<file path="src/rtl/rfsh_sched_pkg.sv">
package rfsh_sched_pkg;

    parameter int TH_W  = 5;
    parameter int OW_W  = TH_W + 1;
    parameter int CAP_W = 4;
    parameter int CNT_W = 16;
    parameter int NSETS = 2;
    parameter int NCHAN = 2;   // channel 0: refresh interval, channel 1: window

    typedef logic [TH_W-1:0]  th_t;
    typedef logic [OW_W-1:0]  owed_t;
    typedef logic [CAP_W-1:0] cap_t;
    typedef logic [CNT_W-1:0] cnt_t;

    typedef struct packed {
        th_t  high;
        th_t  norm;
        th_t  cont;
        cap_t cap;
        logic pb_en;
    } thr_cfg_t;

    typedef enum logic [1:0] {
        FC_IDLE  = 2'd0,
        FC_SCALE = 2'd1,
        FC_ACK   = 2'd2
    } fc_state_t;

    function automatic logic cfg_valid(thr_cfg_t c);
        logic low_ok;
        if (c.pb_en)
            low_ok = (c.cont != '0) && (c.cont < c.norm);
        else
            low_ok = (c.norm != '0);
        return low_ok && (c.norm < c.high) && (c.cap != '0);
    endfunction

    function automatic owed_t owed_ceiling(thr_cfg_t c);
        return owed_t'({1'b0, c.high}) + owed_t'(1);
    endfunction

    function automatic th_t low_threshold(thr_cfg_t c);
        return c.pb_en ? c.cont : c.norm;
    endfunction

endpackage

</file>
<file path="src/rtl/rfsh_cfg_lock.sv">
module rfsh_cfg_lock
    import rfsh_sched_pkg::*;
#(
    parameter thr_cfg_t DEF_CFG = '0
) (
    input  logic     clk,
    input  logic     rst,
    input  logic     wr_en,
    input  thr_cfg_t wr_cfg,
    input  logic     locked,
    output thr_cfg_t cfg_q,
    output logic     cfg_err
);

    always_ff @(posedge clk) begin
        if (rst) begin
            cfg_q   <= DEF_CFG;
            cfg_err <= 1'b0;
        end else if (wr_en && !locked) begin
            if (cfg_valid(wr_cfg)) begin
                cfg_q   <= wr_cfg;
                cfg_err <= 1'b0;
            end else begin
                cfg_err <= 1'b1;
            end
        end
    end

    // the applied configuration always respects the ordering
    a_r1_cfg_ordered: assert property (@(posedge clk) disable iff (rst)
        cfg_valid(cfg_q));

    // nothing moves after the lock
    a_r2_cfg_locked: assert property (@(posedge clk) disable iff (rst)
        locked && $past(locked) |-> $stable(cfg_q) && $stable(cfg_err));

endmodule

</file>
<file path="src/rtl/rfsh_countdown.sv">
module rfsh_countdown
    import rfsh_sched_pkg::*;
(
    input  logic clk,
    input  logic rst,
    input  logic load,
    input  cnt_t load_val,
    input  logic run,
    input  cnt_t reload_val,
    output logic expire,
    output cnt_t value
);

    always_ff @(posedge clk) begin
        if (rst)
            value <= '0;
        else if (load)
            value <= load_val;
        else if (run)
            value <= (value == '0) ? reload_val : value - cnt_t'(1);
    end

    assign expire = run && !load && (value == '0);

    // an expiry restarts the full period
    a_r3_reload_on_expire: assert property (@(posedge clk) disable iff (rst)
        expire |=> value == $past(reload_val));

endmodule

</file>
<file path="src/rtl/rfsh_rescale.sv">
module rfsh_rescale
    import rfsh_sched_pkg::*;
(
    input  logic clk,
    input  logic rst,
    input  logic start,
    input  cnt_t value,
    input  cnt_t num_period,
    input  cnt_t den_period,
    output logic done,
    output cnt_t result
);

    localparam int PW = 2 * CNT_W;
    localparam int SW = $clog2(PW + 1);

    logic [PW-1:0]  acc;
    logic [PW-1:0]  prod_r;
    logic [CNT_W:0] rem;
    logic [CNT_W:0] trial;
    cnt_t           den_r;
    logic [SW-1:0]  steps;
    logic           busy;
    logic           fits;

    always_comb begin
        trial = {rem[CNT_W-1:0], acc[PW-1]};
        fits  = trial >= {1'b0, den_r};
    end

    always_ff @(posedge clk) begin
        if (rst) begin
            acc    <= '0;
            prod_r <= '0;
            rem    <= '0;
            den_r  <= '0;
            steps  <= '0;
            busy   <= 1'b0;
            done   <= 1'b0;
            result <= '0;
        end else begin
            done <= 1'b0;
            if (start) begin
                acc    <= PW'(value) * PW'(num_period);
                prod_r <= PW'(value) * PW'(num_period);
                rem    <= '0;
                den_r  <= den_period;
                steps  <= SW'(PW);
                busy   <= 1'b1;
            end else if (busy) begin
                acc   <= {acc[PW-2:0], fits};
                rem   <= fits ? trial - {1'b0, den_r} : trial;
                steps <= steps - SW'(1);
                if (steps == SW'(1)) begin
                    busy   <= 1'b0;
                    done   <= 1'b1;
                    result <= {acc[CNT_W-2:0], fits};
                end
            end
        end
    end

    // the quotient is the exact floor of product over old period
    a_r9_floor_low: assert property (@(posedge clk) disable iff (rst)
        done && den_r != '0 |-> PW'(result) * PW'(den_r) <= prod_r);
    a_r9_floor_tight: assert property (@(posedge clk) disable iff (rst)
        done && den_r != '0 |-> prod_r - PW'(result) * PW'(den_r) < PW'(den_r));

endmodule

</file>
<file path="src/rtl/rfsh_sched.sv">
module rfsh_sched
    import rfsh_sched_pkg::*;
#(
    parameter int DEF_HIGH = 12,
    parameter int DEF_NORM = 4,
    parameter int DEF_CONT = 2,
    parameter int DEF_CAP  = 8,
    parameter int DEF_PB   = 0
) (
    input  logic             clk,
    input  logic             rst,
    input  logic             cfg_wr,
    input  logic [TH_W-1:0]  cfg_high,
    input  logic [TH_W-1:0]  cfg_norm,
    input  logic [TH_W-1:0]  cfg_cont,
    input  logic [CAP_W-1:0] cfg_cap,
    input  logic             cfg_pb_en,
    input  logic             init_start,
    input  logic [CNT_W-1:0] trefi_set0,
    input  logic [CNT_W-1:0] trefi_set1,
    input  logic [CNT_W-1:0] window_set0,
    input  logic [CNT_W-1:0] window_set1,
    input  logic             fc_req,
    input  logic             fc_sel,
    input  logic             ref_grant,
    output logic             ref_req,
    output logic             ref_high,
    output logic             ref_pb_cont,
    output logic [OW_W-1:0]  owed_cnt,
    output logic             cfg_err,
    output logic             mission,
    output logic             fc_ack,
    output logic             act_sel
);

    localparam thr_cfg_t DEF_CFG = '{
        high:  th_t'(DEF_HIGH),
        norm:  th_t'(DEF_NORM),
        cont:  th_t'(DEF_CONT),
        cap:   cap_t'(DEF_CAP),
        pb_en: 1'(DEF_PB)
    };

    thr_cfg_t  wr_cfg;
    thr_cfg_t  cfg_q;
    fc_state_t st;
    logic      mission_q;
    logic      act_q;
    logic      tgt_q;
    owed_t     owed_q;
    cap_t      issued_q;

    cnt_t trefi_tab [NSETS];
    cnt_t win_tab   [NSETS];
    cnt_t per_cur   [NCHAN];
    cnt_t per_req   [NCHAN];
    cnt_t tval      [NCHAN];
    cnt_t sc_q      [NCHAN];
    cnt_t load_val  [NCHAN];
    logic [NCHAN-1:0] expire;
    logic [NCHAN-1:0] sc_done;

    logic fc_start;
    logic scale_load;
    logic init_load;
    logic cd_load;
    logic run_en;
    logic grant_ok;
    logic tick;
    logic win_end;

    // configuration capture and lock
    assign wr_cfg = '{high: cfg_high, norm: cfg_norm, cont: cfg_cont,
                      cap: cfg_cap, pb_en: cfg_pb_en};

    rfsh_cfg_lock #(.DEF_CFG(DEF_CFG)) u_cfg (
        .clk     (clk),
        .rst     (rst),
        .wr_en   (cfg_wr),
        .wr_cfg  (wr_cfg),
        .locked  (mission_q),
        .cfg_q   (cfg_q),
        .cfg_err (cfg_err)
    );

    // per-frequency register sets
    assign trefi_tab[0] = trefi_set0;
    assign trefi_tab[1] = trefi_set1;
    assign win_tab[0]   = window_set0;
    assign win_tab[1]   = window_set1;

    assign per_cur[0] = trefi_tab[act_q];
    assign per_cur[1] = win_tab[act_q];
    assign per_req[0] = trefi_tab[fc_sel];
    assign per_req[1] = win_tab[fc_sel];

    // control
    assign fc_start   = (st == FC_IDLE) && fc_req && !ref_grant;
    assign scale_load = (st == FC_SCALE) && (&sc_done);
    assign init_load  = init_start && !mission_q;
    assign cd_load    = init_load || scale_load;
    assign run_en     = mission_q && (st != FC_SCALE) && !fc_start;

    // countdown and rescale channels
    for (genvar ch = 0; ch < NCHAN; ch++) begin : g_chan
        assign load_val[ch] = scale_load ? sc_q[ch] : per_cur[ch] - cnt_t'(1);

        rfsh_countdown u_cd (
            .clk        (clk),
            .rst        (rst),
            .load       (cd_load),
            .load_val   (load_val[ch]),
            .run        (run_en),
            .reload_val (per_cur[ch] - cnt_t'(1)),
            .expire     (expire[ch]),
            .value      (tval[ch])
        );

        rfsh_rescale u_rs (
            .clk        (clk),
            .rst        (rst),
            .start      (fc_start),
            .value      (tval[ch]),
            .num_period (per_req[ch]),
            .den_period (per_cur[ch]),
            .done       (sc_done[ch]),
            .result     (sc_q[ch])
        );
    end

    assign tick    = expire[0];
    assign win_end = expire[1];

    // frequency-change sequencing
    always_ff @(posedge clk) begin
        if (rst) begin
            st        <= FC_IDLE;
            act_q     <= 1'b0;
            tgt_q     <= 1'b0;
            mission_q <= 1'b0;
        end else begin
            if (init_load)
                mission_q <= 1'b1;
            unique case (st)
                FC_IDLE: begin
                    if (fc_start) begin
                        tgt_q <= fc_sel;
                        st    <= FC_SCALE;
                    end
                end
                FC_SCALE: begin
                    if (scale_load) begin
                        act_q <= tgt_q;
                        st    <= FC_ACK;
                    end
                end
                default: st <= FC_IDLE;
            endcase
        end
    end

    // request decisions
    always_comb begin
        ref_req = mission_q && (st != FC_SCALE)
                  && (owed_q >= owed_t'(low_threshold(cfg_q)))
                  && (issued_q < cfg_q.cap);
        ref_high    = ref_req && (owed_q >= owed_t'(cfg_q.high));
        ref_pb_cont = ref_req && cfg_q.pb_en && (owed_q >= owed_t'(cfg_q.cont));
    end

    assign grant_ok = ref_grant && ref_req;

    // owed refresh count and window usage
    always_ff @(posedge clk) begin
        if (rst) begin
            owed_q   <= '0;
            issued_q <= '0;
        end else begin
            if (tick && !grant_ok) begin
                if (owed_q < owed_ceiling(cfg_q))
                    owed_q <= owed_q + owed_t'(1);
            end else if (grant_ok && !tick) begin
                owed_q <= owed_q - owed_t'(1);
            end
            if (win_end)
                issued_q <= grant_ok ? cap_t'(1) : '0;
            else if (grant_ok)
                issued_q <= issued_q + cap_t'(1);
        end
    end

    assign owed_cnt = owed_q;
    assign mission  = mission_q;
    assign fc_ack   = (st == FC_ACK);
    assign act_sel  = act_q;

    // owed count bounded and moves by at most one per cycle
    a_r4_owed_ceiling: assert property (@(posedge clk) disable iff (rst)
        owed_q <= owed_ceiling(cfg_q));
    a_r4_owed_step: assert property (@(posedge clk) disable iff (rst)
        mission_q |=> (owed_q == $past(owed_q)) ||
                      (owed_q == $past(owed_q) + owed_t'(1)) ||
                      (owed_q + owed_t'(1) == $past(owed_q)));
    // window usage never passes the cap
    a_r7_cap_held: assert property (@(posedge clk) disable iff (rst)
        issued_q <= cfg_q.cap);
    // no acceptance while a grant is present, owed frozen while scaling
    a_r8_no_accept_on_grant: assert property (@(posedge clk) disable iff (rst)
        st == FC_IDLE && ref_grant |=> st != FC_SCALE);
    a_r8_owed_frozen: assert property (@(posedge clk) disable iff (rst)
        st == FC_SCALE |=> owed_q == $past(owed_q));
    // acknowledge lasts one cycle
    a_r10_ack_pulse: assert property (@(posedge clk) disable iff (rst)
        fc_ack |=> !fc_ack);

endmodule

</file>
<file path="config.mk">
export PLATFORM = sky130hd
export DESIGN_NAME = rfsh_sched
export DESIGN_NICKNAME = d
export VERILOG_FILES = /design/src/rtl/rfsh_sched_pkg.sv /design/src/rtl/rfsh_cfg_lock.sv /design/src/rtl/rfsh_countdown.sv /design/src/rtl/rfsh_rescale.sv /design/src/rtl/rfsh_sched.sv
export SDC_FILE = /design/constraint.sdc
export NUM_CORES = 2
export LEC_CHECK = 0
export ABC_AREA = 1
export BUFFER_PORTS_ARGS = -buffer_cell sky130_fd_sc_hd__buf_2
export CAP_MARGIN = 20
export CORE_ASPECT_RATIO = 1.75
export CORE_MARGIN = 2
export CORE_UTILIZATION = 42
export DETAILED_ROUTE_END_ITERATION = 10
export PLACE_DENSITY = 0.58
export SLEW_MARGIN = 10
export SYNTH_ARGS = -nofsm -noshare
export SYNTH_HDL_FRONTEND = slang
export SYNTH_SLANG_ARGS = --single-unit
</file>
<file path="constraint.sdc">
create_clock -name clk -period 6.6 [get_ports clk]
set_input_delay 0.66 -clock clk [delete_from_list [all_inputs] [get_ports clk]]
set_output_delay 0.66 -clock clk [all_outputs]
set_load 0.05 [all_outputs]
</file>
* Yosys cells after proc, flatten, opt, wreduce, memory -nomap -nowiden
Cells that the tools add are included.
** Operators by class
- Equality and inequality tests :: 8
- Bitwise operators :: 5
- Muxes and demuxes :: 52
- Add/subtract/negate cells :: 12
- Multipliers :: 2
- $lt $le $gt $ge :: 11
- Reduce and logical (&&, ||, !) cells :: 50
** Operators by type and width (number)
- two-way mux 16 bit :: 22
- two-way mux 32 bit :: 4
- multiplier 16 x 16 -> 32 bit :: 2
- subtractor 16 x 1 -> 16 bit, second input constant :: 4
- two-way mux 6 bit :: 7
- greater-or-equal comparator 17 x 16 -> 1 bit :: 2
- logical NOT 16 bit :: 2
- subtractor 16 bit :: 2
- logical AND 1 bit :: 21
- greater-or-equal comparator 6 x 5 -> 1 bit :: 3
- subtractor 6 x 1 -> 6 bit, second input constant :: 3
- two-way mux 1 bit :: 13
- equality test 6 x 1 -> 1 bit, second input constant :: 2
- AND reduction 2 bit :: 6
- less-than comparator 5 bit :: 2
- nonzero test 2 bit :: 5
- nonzero test 5 bit :: 2
- two-way mux 4 bit :: 2
- adder 5 x 1 -> 6 bit, second input constant :: 1
- adder 6 x 1 -> 6 bit, second input constant :: 1
- logical NOT 1 bit :: 6
- less-than comparator 6 bit :: 1
- AND reduction 3 bit :: 2
- OR reduction 3 bit :: 2
- 16 further kinds :: 23
** Word-level totals
- Logic and storage cells :: 170
- Output and inout port bits :: 13
- Flip-flop bits (word level) :: 244
- Input bits :: 91

* Logic depth before layout (Yosys ltp)
- Depth after elaboration :: 11
- Mapped depth :: 31
- Gate-level depth less buffers :: 28

* By module
A second synthesis with hierarchy kept.
** Second synthesis, totals
- Cells, all modules :: 5330
- Area total of the unflattened synthesis :: 35990.8 um^2
** Modules (own cells, without submodules)
- rfsh_rescale at g_chan[0].u_rs :: area an instance 14214.9 um^2, cells an instance 2047, seq. area each 1761.7 um^2, instances 1
- rfsh_rescale at g_chan[1].u_rs :: area an instance 14166.1 um^2, cells an instance 2052, seq. area each 1761.7 um^2, instances 1
- rfsh_sched :: area an instance 3437.0 um^2, cells an instance 612, seq. area each 300.3 um^2, instances 1
- rfsh_countdown :: area an instance 1501.4 um^2, cells an instance 223, seq. area each 320.3 um^2, instances 2
- rfsh_cfg_lock :: area an instance 1169.9 um^2, cells an instance 173, seq. area each 420.4 um^2, instances 1

* Least setup slack after synthesis
Ideal clock, no wire load.
- Kind :: input -> register
- Start point :: in fc_sel
- End point :: reg g_chan[0].u_rs.acc[28]
- Setup slack :: 488 ps
- Data required time :: 6468 ps
- Stages :: 26
- Setup time :: 132 ps
- Data arrival time :: 5980 ps
- Buffers on the path :: 3
- Cell sequence :: buf_2 clkbuf_1 nand2_1 o21ai_1 clkbuf_1 nor2_1 fa_1 inv_1 fa_1 fa_1 fa_1 inv_1 fa_1 inv_1 fa_1 inv_1 ha_1 nand2_1 nor2_1 o21ai_0 nand3_1 nand2_1 nand2_1 nand2_1 nand3_1 a21oi_1
** On the way
- Word-level cells in the longest chain between the ends :: 6
** Ends and longest elaborated chain
- from (decl) :: RTL line rfsh_sched.sv:24 : input logic fc_sel,
- inverter 1 -> 2 bit (implied by the code) :: RTL line rfsh_sched.sv:94 : assign per_req[0] = trefi_tab[fc_sel];
- two-way mux 16 bit (implied by the code) (3 in a row) :: RTL line rfsh_sched.sv:94
- multiplier 16 x 16 -> 32 bit :: RTL line rfsh_rescale.sv:44 : acc <= PW'(value) * PW'(num_period);
- two-way mux 32 bit :: RTL line rfsh_rescale.sv:43 : if (start) begin
- to (signal assigned) :: RTL line rfsh_rescale.sv:44
- to (signal assigned) :: RTL line rfsh_rescale.sv:51 : acc <= {acc[PW-2:0], fits};
- to (decl) :: RTL line rfsh_rescale.sv:17 : logic [PW-1:0] acc;
Every way passes these cells. The select of a mux whose other input is x is not followed.
A chain may end at the register's enable or synchronous reset.

* Worst setup path in the final report
- Start point :: in fc_sel
- End point :: reg g_chan[0].u_rs.acc[23]
Same word-level chain as after synthesis.

==> impl_results.md <==
- Number of buffers created by CTS: 24
- Global-route layer with the greatest usage: met2
- Syn Area/Cell: ~6.9 um^2
- Number of design rule violations left after detail routing: 0
- Pins over their slew limit: 0
- Fin Clk Skew: between 0.03 and 0.04 ns
- Vias in the first global route: around 33000
- Final critical-path required period: a little over 6 ns
- Cell area after technology mapping: roughly 33000 um^2
- Number of rows created at floorplan: around 140
- Maximum vdd ir drop: roughly 0.34 mV
- Seq/Total Area, Yosys: ~15%
- Pwr dens: 443.1 nW/um^2
- Net count of the mapped netlist: 5619
- Hold-fix buffers at CTS: 0
- Master of the slowest instance on the critical path: fa_1
- Worst-Margin Slew: about 1.0 ns
- Critical path buffers and inverters: 9
- Fin crit share: about 93%
- Die Footprint: between 80000 and 90000 um^2
- I/O pin count: ~100
- Total number of H-tree levels: 1
- RePlAce Congestion: 1.034
- Post_cts resized: 0
- Category of the worst setup path launch point: input port
- Hold/Removal Path Class: input port to register
- Number of buffers inserted to repair setup after CTS: 0
- Layout Nets: just under 6000
- Placement-stage worst setup slack: -0.1160 ns
- Root cell of the clock tree: clkbuf_16
- Clock tree from TritonCTS: yes
- Initial antenna violation count: 3
- Wire length of the first global-routing pass: ~190000 um
- Count of state elements after synthesis: between 200 and 250
- Number of detailed-route iterations in the first pass: 6
- CP delay by family, top: adder cells
- Met3 Usage GRT: about 3.6%
- Core region area: about 79000 um^2
- Crit path max fanout: 27
- Die extent in x: roughly 220 um
- Vias after detailed routing: 31950
- Antenna Nets Post-Route: 0
- Height of the die: 377.0 um
- Pin count of the biggest net entering global routing: between 70 and 80
- Final instance area: 37190 um^2
- Final setup viols: 0
- Post-synthesis cell count: just under 5000
- DP Area: between 30000 and 40000 um^2
- Met2 global-route usage: roughly 59%
- Synthesis Warnings: 0
- Stage delay of the slowest cell on the critical path: ~0.56 ns
- Outcome: complete, no violations
- Detail-routed via count per cell: 5.244
- Upper clock frequency limit: between 150 and 200 MHz
- Port Buffer Count: roughly 100
- Clk pin slew, worst setup/hold paths: roughly 0.070 ns
- Worst reg-to-reg setup slack: a little over 0.6 ns
- Clock Latency Late Sink: 0.57 ns
- Layout cell share with drive strength beyond 1: a little under a tenth
- Most frequent CP cell: inv_1
- Share of the core filled with cells: between 40% and 50%
- Layout overhead on the synthesized area: 11.37%
- Final routed wirelength across all metal layers: about 130000 um
- Clock sinks: ~240
- RSZ-0062 raised after global routing: no
- Fin worst setup slack: 0.4369 ns
- Distinct cells, synth: 54
- Commonest cells after routing, fill and taps aside: nand2_1, inv_1, nor2_1
- Global-route usage over all layers: between 30% and 40%
- Final hold slack: between 0.3 and 0.4 ns
- Initial Utilization: 42.48%
- Number of endpoints with negative hold slack in the final report: 0
- Average wire per cell in the routed design: about 21 um
- Worst EP arrival: ~6.6 ns
- Sum of net half-perimeters after detailed placement: between 100000 and 150000 um
- Largest buffer count on any clock path: 3
- Commonest non-fill, non-tap cell in the layout: nand2_1
- First-iteration detailed-routing DRC count: around 1700
- Met1 demand-to-capacity share in global routing: between 20 and 30%
- Crit path required time: about 7.0 ns
- Endpoint type of the worst setup path: register
- Critical path class: input port to register
- Lkg Pwr: between 15 and 20 nW
- Relative slew slack: approximately 30%
- Remaining Overflow, GRT: 0
- Maxcap violations: 0
## registers in the layout (all words and copies together), names as in the netlist, 2 cells and up
signal,cells
g_chan.u_cd.value,32
g_chan.u_rs.acc,64
g_chan.u_rs.busy,2
g_chan.u_rs.den_r,32
g_chan.u_rs.done,2
g_chan.u_rs.rem,32
g_chan.u_rs.result,32
g_chan.u_rs.steps,12
issued_q,4
owed_cnt,6
st,2
u_cfg.cfg_q,20
## per-stage QoR
stage / power [W] / setup TNS [ns] / std cells
finish: 0.01648 / 0 / 6092
floorplan: 0.009586 / 0 / 4850
detailed placement: 0.01478 / -0.3947 / 6045
global placement: 0.01479 / -0.2603 / 6045
CTS: 0.01650 / 0 / 6089
global route: 0.01808 / 0 / 6091
## synthesized netlist by cell type, drive strengths merged
| master | number | area (um^2) |
|---|---|---|
| nand2 | 1183 | 4468 |
| inv | 988 | 3709 |
| nor2 | 526 | 2057 |
| fa | 391 | 7828 |
| ha | 287 | 3591 |
| a21oi | 262 | 1311 |
| dfxtp | 244 | 4885 |
| nand3 | 233 | 1201 |
| o21ai | 223 | 1191 |
| clkbuf | 103 | 386.6 |
| buf | 49 | 284.0 |
| nand3b | 49 | 367.9 |
| nand4 | 42 | 269.0 |
| o22ai | 38 | 237.7 |
| nor3 | 34 | 185.2 |
| xor2 | 34 | 297.8 |
| a31oi | 31 | 193.9 |
| or2 | 28 | 175.2 |
| clkinv | 17 | 70.06 |
| xnor2 | 15 | 131.4 |
| o21bai | 14 | 105.1 |
| a211oi | 8 | 60.06 |
| o221ai | 8 | 70.07 |
| o21a | 7 | 52.55 |
| and2 | 5 | 31.28 |
| nor4 | 5 | 31.28 |
| o211ai | 5 | 37.54 |
| a21boi | 4 | 30.03 |
| nor3b | 4 | 35.03 |
| a221oi | 3 | 26.28 |
| a21o | 2 | 15.01 |
| a22oi | 2 | 15.01 |
| and3 | 2 | 12.51 |
| o31ai | 2 | 15.01 |
| a22o | 1 | 8.760 |
| mux2 | 1 | 11.26 |
## layout make-up
cell class              instances  area [um^2]
fillers                      8310        41420
well taps                    1035         1295
diodes                          3        7.507
inverters                    1005         3780
clock inverters                16        220.2
clock buffers                  28        656.9
multi-input cells            3449        24060
flip-flops and latches        244         4886
repair buffers                312         2285
## final timing paths
path | end | start | cells past startpoint
worst min register to register | g_chan[0].u_rs.den_r[12] | g_chan[0].u_rs.den_r[12] | 2
worst min-delay path | u_cfg.cfg_q[18] | cfg_high[3] | 3
worst max register to register | g_chan[1].u_rs.acc[28] | g_chan[1].u_cd.value[11] | 24
worst max-delay path | g_chan[0].u_rs.acc[23] | fc_sel | 27
## where the power goes
| part | switching, W | internal [W] | leakage [nW] |
|---|---|---|---|
| sequential | 0.000137 | 0.00165 | 1.99 |
| clock | 0.000680 | 0.000913 | 0.427 |
| combinational | 0.00817 | 0.00493 | 16.7 |
| total | 0.00899 | 0.00749 | 19.1 |
## kinds of logic after synthesis
family / share of synthesized area, %
and+or+nand+nor: 26.45
buffers and inverters: 13.32
adders and majority gates: 34.19
AOI/OAI and AO/OA: 10.09
DFF: 14.63
xor gates and xnor gates: 1.285
muxes: 0.03372
## worst register-to-register path, stage by stage, from the launching register on
cell     delay, ns
dfxtp_1       0.68
inv_1         0.35
nor2_1        0.24
fa_1          0.44
inv_1         0.09
fa_1          0.40
inv_1         0.08
fa_1          0.45
fa_1          0.50
fa_1          0.50
inv_1         0.06
fa_1          0.60
inv_1         0.07
ha_1          0.32
nand2_1       0.21
inv_1         0.06
nand2_1       0.06
nand3_1       0.09
nand2_1       0.08
nand2_1       0.09
a21oi_1       0.22
nand2_1       0.08
nand2_1       0.06
nand3_1       0.06
a21oi_1       0.12
## routing by layer
| layer | up-vias | share of wire (%) |
|---|---|---|
| met4 | 0 | 11 |
| met2 | 958 | 52 |
| li1 | 15300 | - |
| met5 | - | 0 |
| met3 | 447 | 4.4 |
| met1 | 15240 | 32 |
Power figures use the tool's default switching activity.
